<file path="src/rtl/xlat_pkg.sv">
package xlat_pkg;
    localparam int XLAT_W    = 8;
    localparam int XLAT_DIRS = 2;

    typedef enum logic {DIR_AB = 1'b0, DIR_BA = 1'b1} xlat_dir_e;

    typedef struct packed {
        logic dir_n;
        logic le_n;
        logic oe_n;
    } xlat_ctl_t;

    function automatic logic bank_closed(xlat_ctl_t c);
        return c.dir_n | c.le_n;
    endfunction

    function automatic logic bank_drives(xlat_ctl_t c);
        return !c.dir_n && !c.oe_n;
    endfunction
endpackage

</file>
<file path="src/rtl/xlat_bank.sv">
module xlat_bank
    import xlat_pkg::*;
#(
    parameter int W = XLAT_W
) (
    input  logic         clk,
    input  logic         rst,
    input  xlat_ctl_t    ctl,
    input  logic [W-1:0] din,
    output logic [W-1:0] view
);
    logic [W-1:0] store;
    logic         closed;

    assign closed = bank_closed(ctl);

    always_ff @(posedge clk) begin
        if (rst)
            store <= '0;
        else if (!closed)
            store <= din;
    end

    assign view = closed ? store : din;


    rst_clear_chk: assert property (@(posedge clk) disable iff (rst)
        ($past(rst) && closed) |-> (view == '0));

    capture_chk: assert property (@(posedge clk) disable iff (rst)
        (!closed) |=> (store == $past(din)));

    hold_chk: assert property (@(posedge clk) disable iff (rst)
        closed |=> $stable(store));
endmodule

</file>
<file path="src/rtl/xlat_drive.sv">
module xlat_drive
    import xlat_pkg::*;
#(
    parameter int W = XLAT_W
) (
    input  logic         rst,
    input  xlat_ctl_t    ctl,
    input  logic [W-1:0] view,
    output logic [W-1:0] dout,
    output logic [W-1:0] den
);
    logic on;

    assign on   = !rst && bank_drives(ctl);
    assign den  = {W{on}};
    assign dout = on ? ~view : '0;
endmodule

</file>
<file path="src/rtl/xlat_top.sv">
module xlat_top
    import xlat_pkg::*;
#(
    parameter int W = XLAT_W
) (
    input  logic         clk,
    input  logic         rst,
    input  logic [W-1:0] a_in,
    input  logic [W-1:0] b_in,
    input  logic         ab_en_n,
    input  logic         ab_le_n,
    input  logic         ab_oe_n,
    input  logic         ba_en_n,
    input  logic         ba_le_n,
    input  logic         ba_oe_n,
    output logic [W-1:0] b_out,
    output logic [W-1:0] b_drv,
    output logic [W-1:0] a_out,
    output logic [W-1:0] a_drv,
    output logic         clash
);
    xlat_ctl_t    ctl  [XLAT_DIRS];
    logic [W-1:0] src  [XLAT_DIRS];
    logic [W-1:0] view [XLAT_DIRS];
    logic [W-1:0] dout [XLAT_DIRS];
    logic [W-1:0] den  [XLAT_DIRS];

    assign ctl[DIR_AB] = '{dir_n: ab_en_n, le_n: ab_le_n, oe_n: ab_oe_n};
    assign ctl[DIR_BA] = '{dir_n: ba_en_n, le_n: ba_le_n, oe_n: ba_oe_n};
    assign src[DIR_AB] = a_in;
    assign src[DIR_BA] = b_in;

    for (genvar d = 0; d < XLAT_DIRS; d++) begin : g_dir
        xlat_bank #(.W(W)) u_bank (
            .clk  (clk),
            .rst  (rst),
            .ctl  (ctl[d]),
            .din  (src[d]),
            .view (view[d])
        );
        xlat_drive #(.W(W)) u_drive (
            .rst  (rst),
            .ctl  (ctl[d]),
            .view (view[d]),
            .dout (dout[d]),
            .den  (den[d])
        );
    end

    assign b_out = dout[DIR_AB];
    assign b_drv = den[DIR_AB];
    assign a_out = dout[DIR_BA];
    assign a_drv = den[DIR_BA];
    assign clash = (b_drv != '0) && (a_drv != '0);


    pass_ab_chk: assert property (@(posedge clk) disable iff (rst)
        (!ab_en_n && !ab_le_n && !ab_oe_n) |-> (b_drv == '1 && b_out == ~a_in));

    off_b_chk: assert property (@(posedge clk) disable iff (rst)
        (ab_en_n || ab_oe_n) |-> (b_drv == '0 && b_out == '0));

    off_a_chk: assert property (@(posedge clk) disable iff (rst)
        (ba_en_n || ba_oe_n) |-> (a_drv == '0 && a_out == '0));

    clash_chk: assert property (@(posedge clk) disable iff (rst)
        (!ab_en_n && !ab_oe_n && !ba_en_n && !ba_oe_n) |-> clash);
endmodule

</file>
<file path="config.mk">
export PLATFORM = sky130hd
export DESIGN_NAME = xlat_top
export DESIGN_NICKNAME = d
export VERILOG_FILES = /design/src/rtl/xlat_pkg.sv /design/src/rtl/xlat_bank.sv /design/src/rtl/xlat_drive.sv /design/src/rtl/xlat_top.sv
export SDC_FILE = /design/constraint.sdc
export NUM_CORES = 1
export LEC_CHECK = 0
export BUFFER_PORTS_ARGS = -buffer_cell sky130_fd_sc_hd__buf_2
export CAP_MARGIN = 20
export CORE_MARGIN = 3
export CORE_UTILIZATION = 45
export DETAILED_ROUTE_END_ITERATION = 16
export PLACE_DENSITY_LB_ADDON = 0.08
export SLEW_MARGIN = 40
export SYNTH_ARGS = -nofsm -noshare
export SYNTH_HDL_FRONTEND = slang
export SYNTH_SLANG_ARGS = --single-unit
</file>
<file path="constraint.sdc">
create_clock -name clk -period 1.3 [get_ports clk]
set_input_delay 0.13 -clock clk [delete_from_list [all_inputs] [get_ports clk]]
set_output_delay 0.13 -clock clk [all_outputs]
set_load 0.03 [all_outputs]
</file>
== Yosys cells after proc, flatten, opt, wreduce, memory -nomap -nowiden ==
Index checks and enable logic that the tools add are counted.

* Flip-flop bits (word level): 16
* Input bits: 24
* Output and inout port bits: 33
* Logic and storage cells: 20

* Mux-type cells: 4
* Bitwise operators: 4
* Reduce and logical (&&, ||, !) cells: 10

{| class="wikitable"
|+ Operator list
! cell !! number
|-
| $mux W8 || 4
|-
| $not A8 Y8 || 2
|-
| $logic_and A1 B1 Y1 || 5
|-
| $logic_not A1 Y1 || 5
|-
| $or A1 B1 Y1 || 2
|}

== Depth between registers and ports, before layout ==
Gate-level depths: netlist of the first run.

* Depth in word-level cells: 4
* Depth in mapped cells: 5
* Gate-level depth less buffers: 2

== Cells and area by module ==
From an unflattened synthesis of the first run, not the netlist that was laid out.

* Cell total of the unflattened synthesis: 132
* Area total of the unflattened synthesis: 1159.9 µm²

{| class="wikitable"
|+ By module, submodules not included
! module !! instances !! cells an instance !! area an instance (µm²)
|-
| xlat_bank || 2 || 43 || 360.3
|-
| xlat_drive || 2 || 20 || 201.4
|-
| xlat_top || 1 || 6 || 36.3
|}

== Least setup slack after synthesis of the first run ==
Ideal clock, no wire load.

* Path type: input port to output port
* From: in rst
* To: out a_out[0]
* Arrival time: 1256 ps
* Setup slack: -86 ps
* Stages on the path: 4
* Path buffers: 2
* Cell sequence: buf_6 -> or3_4 -> buf_6 -> a211oi_2

* Word-level cells in the longest chain between the ends: 3

{| class="wikitable"
|+ Ends and longest elaborated chain
! item !! RTL line !! text
|-
| start: declaration || xlat_top.sv:7 || <nowiki>input logic rst,</nowiki>
|-
| $logic_not A1 Y1 || xlat_drive.sv:14 || <nowiki>assign on = !rst && bank_drives(ctl);</nowiki>
|-
| $logic_and A1 B1 Y1 || xlat_drive.sv:14 ||
|-
| $mux W8 || xlat_drive.sv:16 || <nowiki>assign dout = on ? ~view : '0;</nowiki>
|-
| end: declaration || xlat_top.sv:18 || <nowiki>output logic [W-1:0] a_out,</nowiki>
|}

Every way passes these cells.

== Final worst setup path of the first run ==
* From: in rst
* To: out a_out[5]

The elaborated chain is that of the path after synthesis.

==> flow_summary.html, run 1 <==
<table>
<tr><th>Metric</th><th>Value</th></tr>
<tr><th colspan="2">Clock tree</th></tr>
<tr><td>Max clock buf depth</td><td>2</td></tr>
<tr><td>Number of sinks on the clock net</td><td>16</td></tr>
<tr><td>Clock tree root driver cell</td><td>sky130_fd_sc_hd__clkbuf_4</td></tr>
<tr><td>CTS H-Tree Depth</td><td>1</td></tr>
<tr><td>TritonCTS Buffers</td><td>3</td></tr>
<tr><td>Register clock-pin slew on the reported worst setup and hold paths</td><td>0.10 ns</td></tr>
<tr><td>Clock latency on the worst-skew pair</td><td>0.27 ns</td></tr>
<tr><td>Clock tree from TritonCTS</td><td>done</td></tr>
<tr><td>Post-CTS setup buffer count</td><td>0</td></tr>
<tr><th colspan="2">Worst hold path</th></tr>
<tr><td>Startpoint of the lowest-slack hold path</td><td>a_in[3]</td></tr>
<tr><td>End point of the most critical hold path</td><td>g_dir[0].u_bank.store[3]</td></tr>
<tr><td>Type of the tightest min-delay check</td><td>primary input to flip-flop</td></tr>
<tr><td>Worst hold path depth</td><td>3</td></tr>
<tr><th colspan="2">Synth</th></tr>
<tr><td>Distinct cell type count of the synthesized netlist</td><td>13</td></tr>
<tr><td>Synth Net Count</td><td>153</td></tr>
<tr><td>Library cell with the largest summed area after synthesis</td><td>sky130_fd_sc_hd__dfxtp_1</td></tr>
<tr><td>Mean Syn Cell Area</td><td>8.962 um^2</td></tr>
<tr><td>Synthesis-stage register bit count</td><td>16</td></tr>
<tr><td>Synth top area cells</td><td>sky130_fd_sc_hd__dfxtp_1 28%, sky130_fd_sc_hd__a211oi_2 17%, sky130_fd_sc_hd__buf_4 12%</td></tr>
<tr><td>Seq/Total Area, Yosys</td><td>27.71%</td></tr>
<tr><td>Area share of the largest cell type after synthesis</td><td>27.71%</td></tr>
<tr><td>Post-Syn Area</td><td>0.001156 mm^2</td></tr>
<tr><td>Yosys synthesis warning count</td><td>0</td></tr>
<tr><td>Cells after Synth</td><td>129</td></tr>
<tr><th colspan="2">Setup path</th></tr>
<tr><td>Critical Path Sink Type</td><td>primary output</td></tr>
<tr><td>Critical path cell sequence</td><td>buf_2 &gt; or3_4 &gt; a211oi_2 &gt; buf_2</td></tr>
<tr><td>Most frequent cell on the critical path</td><td>sky130_fd_sc_hd__buf_2</td></tr>
<tr><td>Critical path buffer and inverter count</td><td>2</td></tr>
<tr><td>Crit path from</td><td>rst</td></tr>
<tr><td>Worst reg2reg path startpoint</td><td>g_dir[1].u_bank.store[3]</td></tr>
<tr><td>Slowest stage delay, CP</td><td>0.46 ns</td></tr>
<tr><td>Setup CP Type</td><td>primary input to primary output</td></tr>
<tr><td>Worst path required time</td><td>1.17 ns</td></tr>
<tr><td>Worst-path fanout max</td><td>10</td></tr>
<tr><td>Number of cells on the worst reg-to-reg path</td><td>2</td></tr>
<tr><td>Worst reg2reg path endpoint</td><td>g_dir[1].u_bank.store[3]</td></tr>
<tr><td>Minimum setup slack among reg-to-reg paths</td><td>0.62 ns</td></tr>
<tr><td>Family of cells with the greatest summed delay on the critical path</td><td>simple AND/OR/NAND/NOR gates</td></tr>
<tr><td>Sort of element at the start of the critical path</td><td>primary input</td></tr>
<tr><td>Critical path data arrival time</td><td>1.14 ns</td></tr>
<tr><td>Worst-path cell with the longest stage delay</td><td>sky130_fd_sc_hd__or3_4</td></tr>
<tr><th colspan="2">Timing</th></tr>
<tr><td>Fin. max-slew vios</td><td>0</td></tr>
<tr><td>Final-layout setup total negative slack</td><td>0 ns</td></tr>
<tr><td>Worst slew slack as a fraction of its limit</td><td>64.95%</td></tr>
<tr><td>RSZ-0062 raised after global routing</td><td>true</td></tr>
<tr><td>Max frequency</td><td>0.7860 GHz</td></tr>
<tr><td>Ratio of final minimum period to clock period</td><td>97.87%</td></tr>
<tr><td>Setup Skew</td><td>0 ns</td></tr>
<tr><td>Number of hold-slack violations in the final timing report</td><td>0</td></tr>
<tr><td>Worst-Margin Slew</td><td>0.5257 ns</td></tr>
<tr><td># setup viols final</td><td>0</td></tr>
<tr><td>Final period demand of the worst path</td><td>1.272 ns</td></tr>
<tr><td>Tightest hold margin</td><td>0.1875 ns</td></tr>
<tr><th colspan="2">Layout</th></tr>
<tr><td>Register containing the most flip-flops in the final layout</td><td>g_dir.u_bank.store</td></tr>
<tr><td>Max reg flops</td><td>16</td></tr>
<tr><td># diodes</td><td>0</td></tr>
<tr><td>Area of the multi-input gates</td><td>633.1 um^2</td></tr>
<tr><td>Filler Cell Count</td><td>232</td></tr>
<tr><td>Registers with the most flip-flops</td><td>g_dir.u_bank.store (16)</td></tr>
<tr><td>Most common cell after layout, fill and taps aside</td><td>sky130_fd_sc_hd__buf_2</td></tr>
<tr><td>Share of layout cells above drive strength 1</td><td>56.36%</td></tr>
<tr><td>Post-synthesis to final-layout area growth</td><td>18.94%</td></tr>
<tr><td>Register cell area after layout</td><td>320.3 um^2</td></tr>
<tr><td>Final nets</td><td>190</td></tr>
<tr><th colspan="2">Pwr</th></tr>
<tr><td>Leak pwr</td><td>0.5958 nW</td></tr>
<tr><td>VDD IR max</td><td>0.5326 mV</td></tr>
<tr><td>Power per Cell Area</td><td>849.4 mW/mm^2</td></tr>
<tr><th colspan="2">Drt</th></tr>
<tr><td>Routed wire length</td><td>2.364 mm</td></tr>
<tr><td>Vias per std cell</td><td>5.140</td></tr>
<tr><td>Number of iterations in the first detailed-routing pass</td><td>4</td></tr>
<tr><td>Routed length per instance</td><td>12.25 um</td></tr>
<tr><td>Post-route DRC violation count</td><td>0</td></tr>
<tr><td>Post-route ant nets</td><td>0</td></tr>
<tr><td>Via total after detailed routing</td><td>992</td></tr>
<tr><td>Initial DRC count</td><td>7</td></tr>
<tr><th colspan="2">Floorplan</th></tr>
<tr><td>Total I/O pin count</td><td>57</td></tr>
<tr><td>Core ar.</td><td>0.002318 mm^2</td></tr>
<tr><td>DIE WIDTH</td><td>56.69 um</td></tr>
<tr><td>Std cell rows</td><td>17</td></tr>
<tr><td>Die height</td><td>56.69 um</td></tr>
<tr><td>Initial Util</td><td>49.87%</td></tr>
<tr><td>Total die area</td><td>0.003213 mm^2</td></tr>
<tr><th colspan="2">Placed design</th></tr>
<tr><td>Placed wire-length estimate after detailed placement</td><td>1.792 mm</td></tr>
<tr><td>Count of buffers inserted at the top-level ports</td><td>56</td></tr>
<tr><td>Placer's final routability congestion estimate</td><td>0.6411</td></tr>
<tr><th colspan="2">Global routing</th></tr>
<tr><td>Grt total ovfl</td><td>0</td></tr>
<tr><td>Overall Global Routing Usage</td><td>14.72%</td></tr>
<tr><td>First-pass GRT wire length</td><td>3.967 mm</td></tr>
<tr><td>Antenna violations before repair</td><td>0</td></tr>
<tr><td>Number of global-route vias before repair</td><td>917</td></tr>
<tr><td>Maximum number of pins on one net before global-route repair</td><td>33</td></tr>
<tr><th colspan="2">Flow run</th></tr>
<tr><td>Count of max-cap constraint violations</td><td>0</td></tr>
<tr><th colspan="2">Run status</th></tr>
<tr><td>Outcome</td><td>finished, final reports clean</td></tr>
</table>
[per-stage QoR]
step | setup slack [ns] | util (%) | instances | instance area (um^2) | power, mW
final | 0.02773 | 59.31 | 193 | 1375 | 1.168
after global routing | -0.01934 | 59.31 | 193 | 1375 | 1.235
after CTS | 0.001531 | 58.45 | 193 | 1355 | 1.177
after detailed placement | -0.01757 | 56.34 | 189 | 1306 | 0.8494
after global placement | -0.008869 | 56.34 | 189 | 1306 | 0.8400
after floorplan | -0.08608 | - | 129 | 1156 | 0.7836
[cell type report]
cell class	count	area share, %
inverters	2	0.5460
well taps	28	2.548
repair buffers	60	24.93
clock buffers	4	2.639
multi-input cells	83	46.04
flip-flops and latches	16	23.29
[layer usage]
metal	vias to the layer above	track usage, %	part of all wire (%)
li1	515	-	-
met1	442	18.16	44
met2	33	25.91	48
met3	2	3.908	7.3
met4	0	2.034	0.55
met5	-	0	0
[worst max-delay path by stage]
stage               endpoint  depth (start not counted)
finish              a_out[5]                          4
floorplan           a_out[0]                          4
global route        b_out[5]                          4
detailed placement  b_out[0]                          4
global placement    b_out[6]                          4
CTS                 a_out[7]                          4
[tightest hold or removal path, cell delays in order]
cell                      delay [ns]
sky130_fd_sc_hd__buf_2          0.10
sky130_fd_sc_hd__or3b_1         0.15
sky130_fd_sc_hd__a21oi_1        0.05
[Yosys cell counts (all sizes together)]
cell type / n
a21oi: 16
o21ai: 16
nor2b: 16
inv: 2
buf: 21
or3b: 16
dfxtp: 16
clkbuf: 7
nor3: 1
a211oi: 16
or3: 2
[logic make-up (layout without fill, tap and decap cells)]
kind of cell	after synthesis	in the layout	synth area share, %
AOI/OAI and AO/OA	48	48	31.17
DFF	16	16	27.71
and+or+nand+nor	35	35	23.59
buffers and inverters	30	66	17.53
[power breakdown]
part | internal, mW | switching [mW] | leakage [nW]
sequential | 0.513 | 0.0135 | 0.131
combinational | 0.123 | 0.194 | 0.444
clock | 0.170 | 0.155 | 0.0210
total | 0.806 | 0.362 | 0.596
[what timing repair did]
action | 4_1_cts | 5_1_grt
pin swaps | 0 | 4
resized for setup | 5 | 14
setup endpoints to repair | 5 | 32
hold buffers | 0 | 0
Power figures use the tool's default switching activity.
==> run 2, diff against run 1 <==
--- a/config.mk
+++ b/config.mk
@@ -8,9 +8,10 @@
 export BUFFER_PORTS_ARGS = -buffer_cell sky130_fd_sc_hd__buf_2
 export CAP_MARGIN = 20
 export CORE_MARGIN = 3
-export CORE_UTILIZATION = 45
+export CORE_UTILIZATION = 49
 export DETAILED_ROUTE_END_ITERATION = 16
 export PLACE_DENSITY_LB_ADDON = 0.08
+export SETUP_SLACK_MARGIN = 0.5
 export SLEW_MARGIN = 40
 export SYNTH_ARGS = -nofsm -noshare
 export SYNTH_HDL_FRONTEND = slang
==> constraint.sdc (replaced) <==
create_clock -name clk -period 1.5 [get_ports clk]
set_input_delay 0.15 -clock clk [delete_from_list [all_inputs] [get_ports clk]]
set_output_delay 0.15 -clock clk [all_outputs]
set_load 0.03 [all_outputs]
==> flow_summary.html, run 2 (synthesized netlist as in run 1, its figures left out) <==
<table>
<tr><th>Metric</th><th>Value</th></tr>
<tr><th colspan="2">Layout</th></tr>
<tr><td># diodes</td><td>0</td></tr>
<tr><td>Max reg flops</td><td>16</td></tr>
<tr><td>Post-synthesis to final-layout area growth</td><td>54.76%</td></tr>
<tr><td>Register containing the most flip-flops in the final layout</td><td>g_dir.u_bank.store</td></tr>
<tr><td>Area of the multi-input gates</td><td>782.0 um^2</td></tr>
<tr><td>Registers with the most flip-flops</td><td>g_dir.u_bank.store (16)</td></tr>
<tr><td>Most common cell after layout, fill and taps aside</td><td>sky130_fd_sc_hd__buf_6</td></tr>
<tr><td>Register cell area after layout</td><td>321.6 um^2</td></tr>
<tr><td>Share of layout cells above drive strength 1</td><td>59.65%</td></tr>
<tr><td>Final nets</td><td>197</td></tr>
<tr><td>Filler Cell Count</td><td>127</td></tr>
<tr><th colspan="2">Timing</th></tr>
<tr><td># setup viols final</td><td>0</td></tr>
<tr><td>Worst-Margin Slew</td><td>0.2973 ns</td></tr>
<tr><td>RSZ-0062 raised after global routing</td><td>true</td></tr>
<tr><td>Setup Skew</td><td>0 ns</td></tr>
<tr><td>Final-layout setup total negative slack</td><td>0 ns</td></tr>
<tr><td>Max frequency</td><td>0.7843 GHz</td></tr>
<tr><td>Number of hold-slack violations in the final timing report</td><td>0</td></tr>
<tr><td>Setup slack after layout</td><td>0.2250 ns</td></tr>
<tr><td>Ratio of final minimum period to clock period</td><td>85.00%</td></tr>
<tr><td>Final period demand of the worst path</td><td>1.275 ns</td></tr>
<tr><td>Fin. max-slew vios</td><td>0</td></tr>
<tr><td>Worst slew slack as a fraction of its limit</td><td>80.18%</td></tr>
<tr><th colspan="2">Floorplan</th></tr>
<tr><td>DIE WIDTH</td><td>54.58 um</td></tr>
<tr><td>Total die area</td><td>0.002978 mm^2</td></tr>
<tr><td>Core ar.</td><td>0.002102 mm^2</td></tr>
<tr><td>Initial Util</td><td>55.00%</td></tr>
<tr><td>Total I/O pin count</td><td>57</td></tr>
<tr><td>Die height</td><td>54.58 um</td></tr>
<tr><td>Std cell rows</td><td>16</td></tr>
<tr><th colspan="2">Placed design</th></tr>
<tr><td>Placer's final routability congestion estimate</td><td>0.7331</td></tr>
<tr><td>Count of buffers inserted at the top-level ports</td><td>56</td></tr>
<tr><td>Placed wire-length estimate after detailed placement</td><td>1.933 mm</td></tr>
<tr><td>Post-Place Worst Slack</td><td>0.1184 ns</td></tr>
<tr><th colspan="2">Pwr</th></tr>
<tr><td>VDD IR max</td><td>0.5485 mV</td></tr>
<tr><td>Leak pwr</td><td>0.6715 nW</td></tr>
<tr><td>Power per Cell Area</td><td>602.7 mW/mm^2</td></tr>
<tr><th colspan="2">Clock tree</th></tr>
<tr><td>Register clock-pin slew on the reported worst setup and hold paths</td><td>0.09 ns</td></tr>
<tr><td>Max clock buf depth</td><td>2</td></tr>
<tr><td>Clock latency on the worst-skew pair</td><td>0.28 ns</td></tr>
<tr><td>Number of sinks on the clock net</td><td>16</td></tr>
<tr><td>TritonCTS Buffers</td><td>3</td></tr>
<tr><td>Clock tree root driver cell</td><td>sky130_fd_sc_hd__clkbuf_4</td></tr>
<tr><td>Post-CTS Hold Buffers</td><td>0</td></tr>
<tr><td>Clock tree from TritonCTS</td><td>done</td></tr>
<tr><td>CTS H-Tree Depth</td><td>1</td></tr>
<tr><th colspan="2">Setup path</th></tr>
<tr><td>Setup CP Type</td><td>primary input to primary output</td></tr>
<tr><td>Worst-path fanout max</td><td>5</td></tr>
<tr><td>Worst path required time</td><td>1.35 ns</td></tr>
<tr><td>Sort of element at the start of the critical path</td><td>primary input</td></tr>
<tr><td>Critical Path Sink Type</td><td>primary output</td></tr>
<tr><td>Critical path data arrival time</td><td>1.12 ns</td></tr>
<tr><th colspan="2">Drt</th></tr>
<tr><td>Post-route DRC violation count</td><td>0</td></tr>
<tr><td>Routed length per instance</td><td>16.11 um</td></tr>
<tr><td>Vias per std cell</td><td>5.571</td></tr>
<tr><td>Post-route ant nets</td><td>0</td></tr>
<tr><td>Via total after detailed routing</td><td>1103</td></tr>
<tr><td>Initial DRC count</td><td>9</td></tr>
<tr><td>Number of iterations in the first detailed-routing pass</td><td>4</td></tr>
<tr><td>Routed wire length</td><td>3.190 mm</td></tr>
<tr><th colspan="2">Global routing</th></tr>
<tr><td>Number of global-route vias before repair</td><td>1039</td></tr>
<tr><td>Overall Global Routing Usage</td><td>22.46%</td></tr>
<tr><td>Grt total ovfl</td><td>0</td></tr>
<tr><td>Maximum number of pins on one net before global-route repair</td><td>25</td></tr>
<tr><td>Antenna violations before repair</td><td>0</td></tr>
<tr><td>First-pass GRT wire length</td><td>4.754 mm</td></tr>
<tr><th colspan="2">Worst hold path</th></tr>
<tr><td>Type of the tightest min-delay check</td><td>primary input to flip-flop</td></tr>
<tr><th colspan="2">Flow run</th></tr>
<tr><td>Count of max-cap constraint violations</td><td>0</td></tr>
<tr><th colspan="2">Run status</th></tr>
<tr><td>Outcome</td><td>finished, final reports clean</td></tr>
</table>
## run 2: changes by cell type in the layout (fill, tap and decap cells not counted), moves of 2 or more
cell                       previous run  this run
sky130_fd_sc_hd__buf_2               43        16
sky130_fd_sc_hd__clkbuf_4             5         3
sky130_fd_sc_hd__buf_8                0         2
sky130_fd_sc_hd__inv_8                0         2
sky130_fd_sc_hd__inv_1                2         0
sky130_fd_sc_hd__buf_6                0        35
sky130_fd_sc_hd__buf_4               15        11
sky130_fd_sc_hd__a211oi_4             0        16
sky130_fd_sc_hd__or3_4                2         4
sky130_fd_sc_hd__a211oi_2            16         0
## run 2: worst max-delay path: stages
cell	delay [ns]
sky130_fd_sc_hd__buf_8	0.10
sky130_fd_sc_hd__or3_4	0.47
sky130_fd_sc_hd__a211oi_4	0.25
sky130_fd_sc_hd__buf_6	0.16
## run 2: metal layers
metal,wire [um],track usage [%],share of wire [%],up-vias
li1,-,-,-,521
met1,1302,25.96,41,538
met2,1696,41.04,53,38
met3,141,3.270,4.4,6
met4,50,8.714,1.6,0
met5,0,0,0,-
## run 2: final timing paths
| kind | start | to | slack, ns | depth (start not counted) |
|---|---|---|---|---|
| setup reg to reg | g_dir[0].u_bank.store[6] | g_dir[0].u_bank.store[6] | 0.74 | 2 |
| hold / removal | rst | g_dir[1].u_bank.store[1] | 0.12 | 3 |
| setup / recovery | ab_en_n | b_out[0] | 0.23 | 4 |
| hold reg to reg | g_dir[1].u_bank.store[2] | g_dir[1].u_bank.store[2] | 0.51 | 2 |
## run 2: cell type report
cell class | instances | area share [%]
flip-flops and latches | 16 | 17.97
well taps | 27 | 1.888
repair buffers | 65 | 33.92
clock buffers | 3 | 1.259
inverters | 2 | 1.259
multi-input cells | 85 | 43.71
## run 2: timing repair
item	CTS	global route
setup endpoints to repair	35	33
pin swaps	4	5
gates resized for setup	80	7
buffers inserted	1	1
gates cloned	2	0
## run 2: metrics by stage
step | utilization (%) | total power [mW] | cells | instance area (um^2) | hold slack [ns]
after floorplan | - | 0.7353 | 129 | 1351 | 0.3241
after global placement | 69.29 | 0.7756 | 191 | 1456 | 0.4217
after detailed placement | 69.29 | 0.7847 | 191 | 1456 | 0.4344
after CTS | 83.57 | 1.060 | 197 | 1757 | 0.02699
after global routing | 85.12 | 1.136 | 198 | 1789 | 0.1041
final | 85.12 | 1.078 | 198 | 1789 | 0.1164
## run 2: power by group
group	internal [mW]	switching [mW]	leakage, nW
sequential	0.445	0.0190	0.131
combinational	0.174	0.218	0.526
clock	0.0932	0.130	0.0138
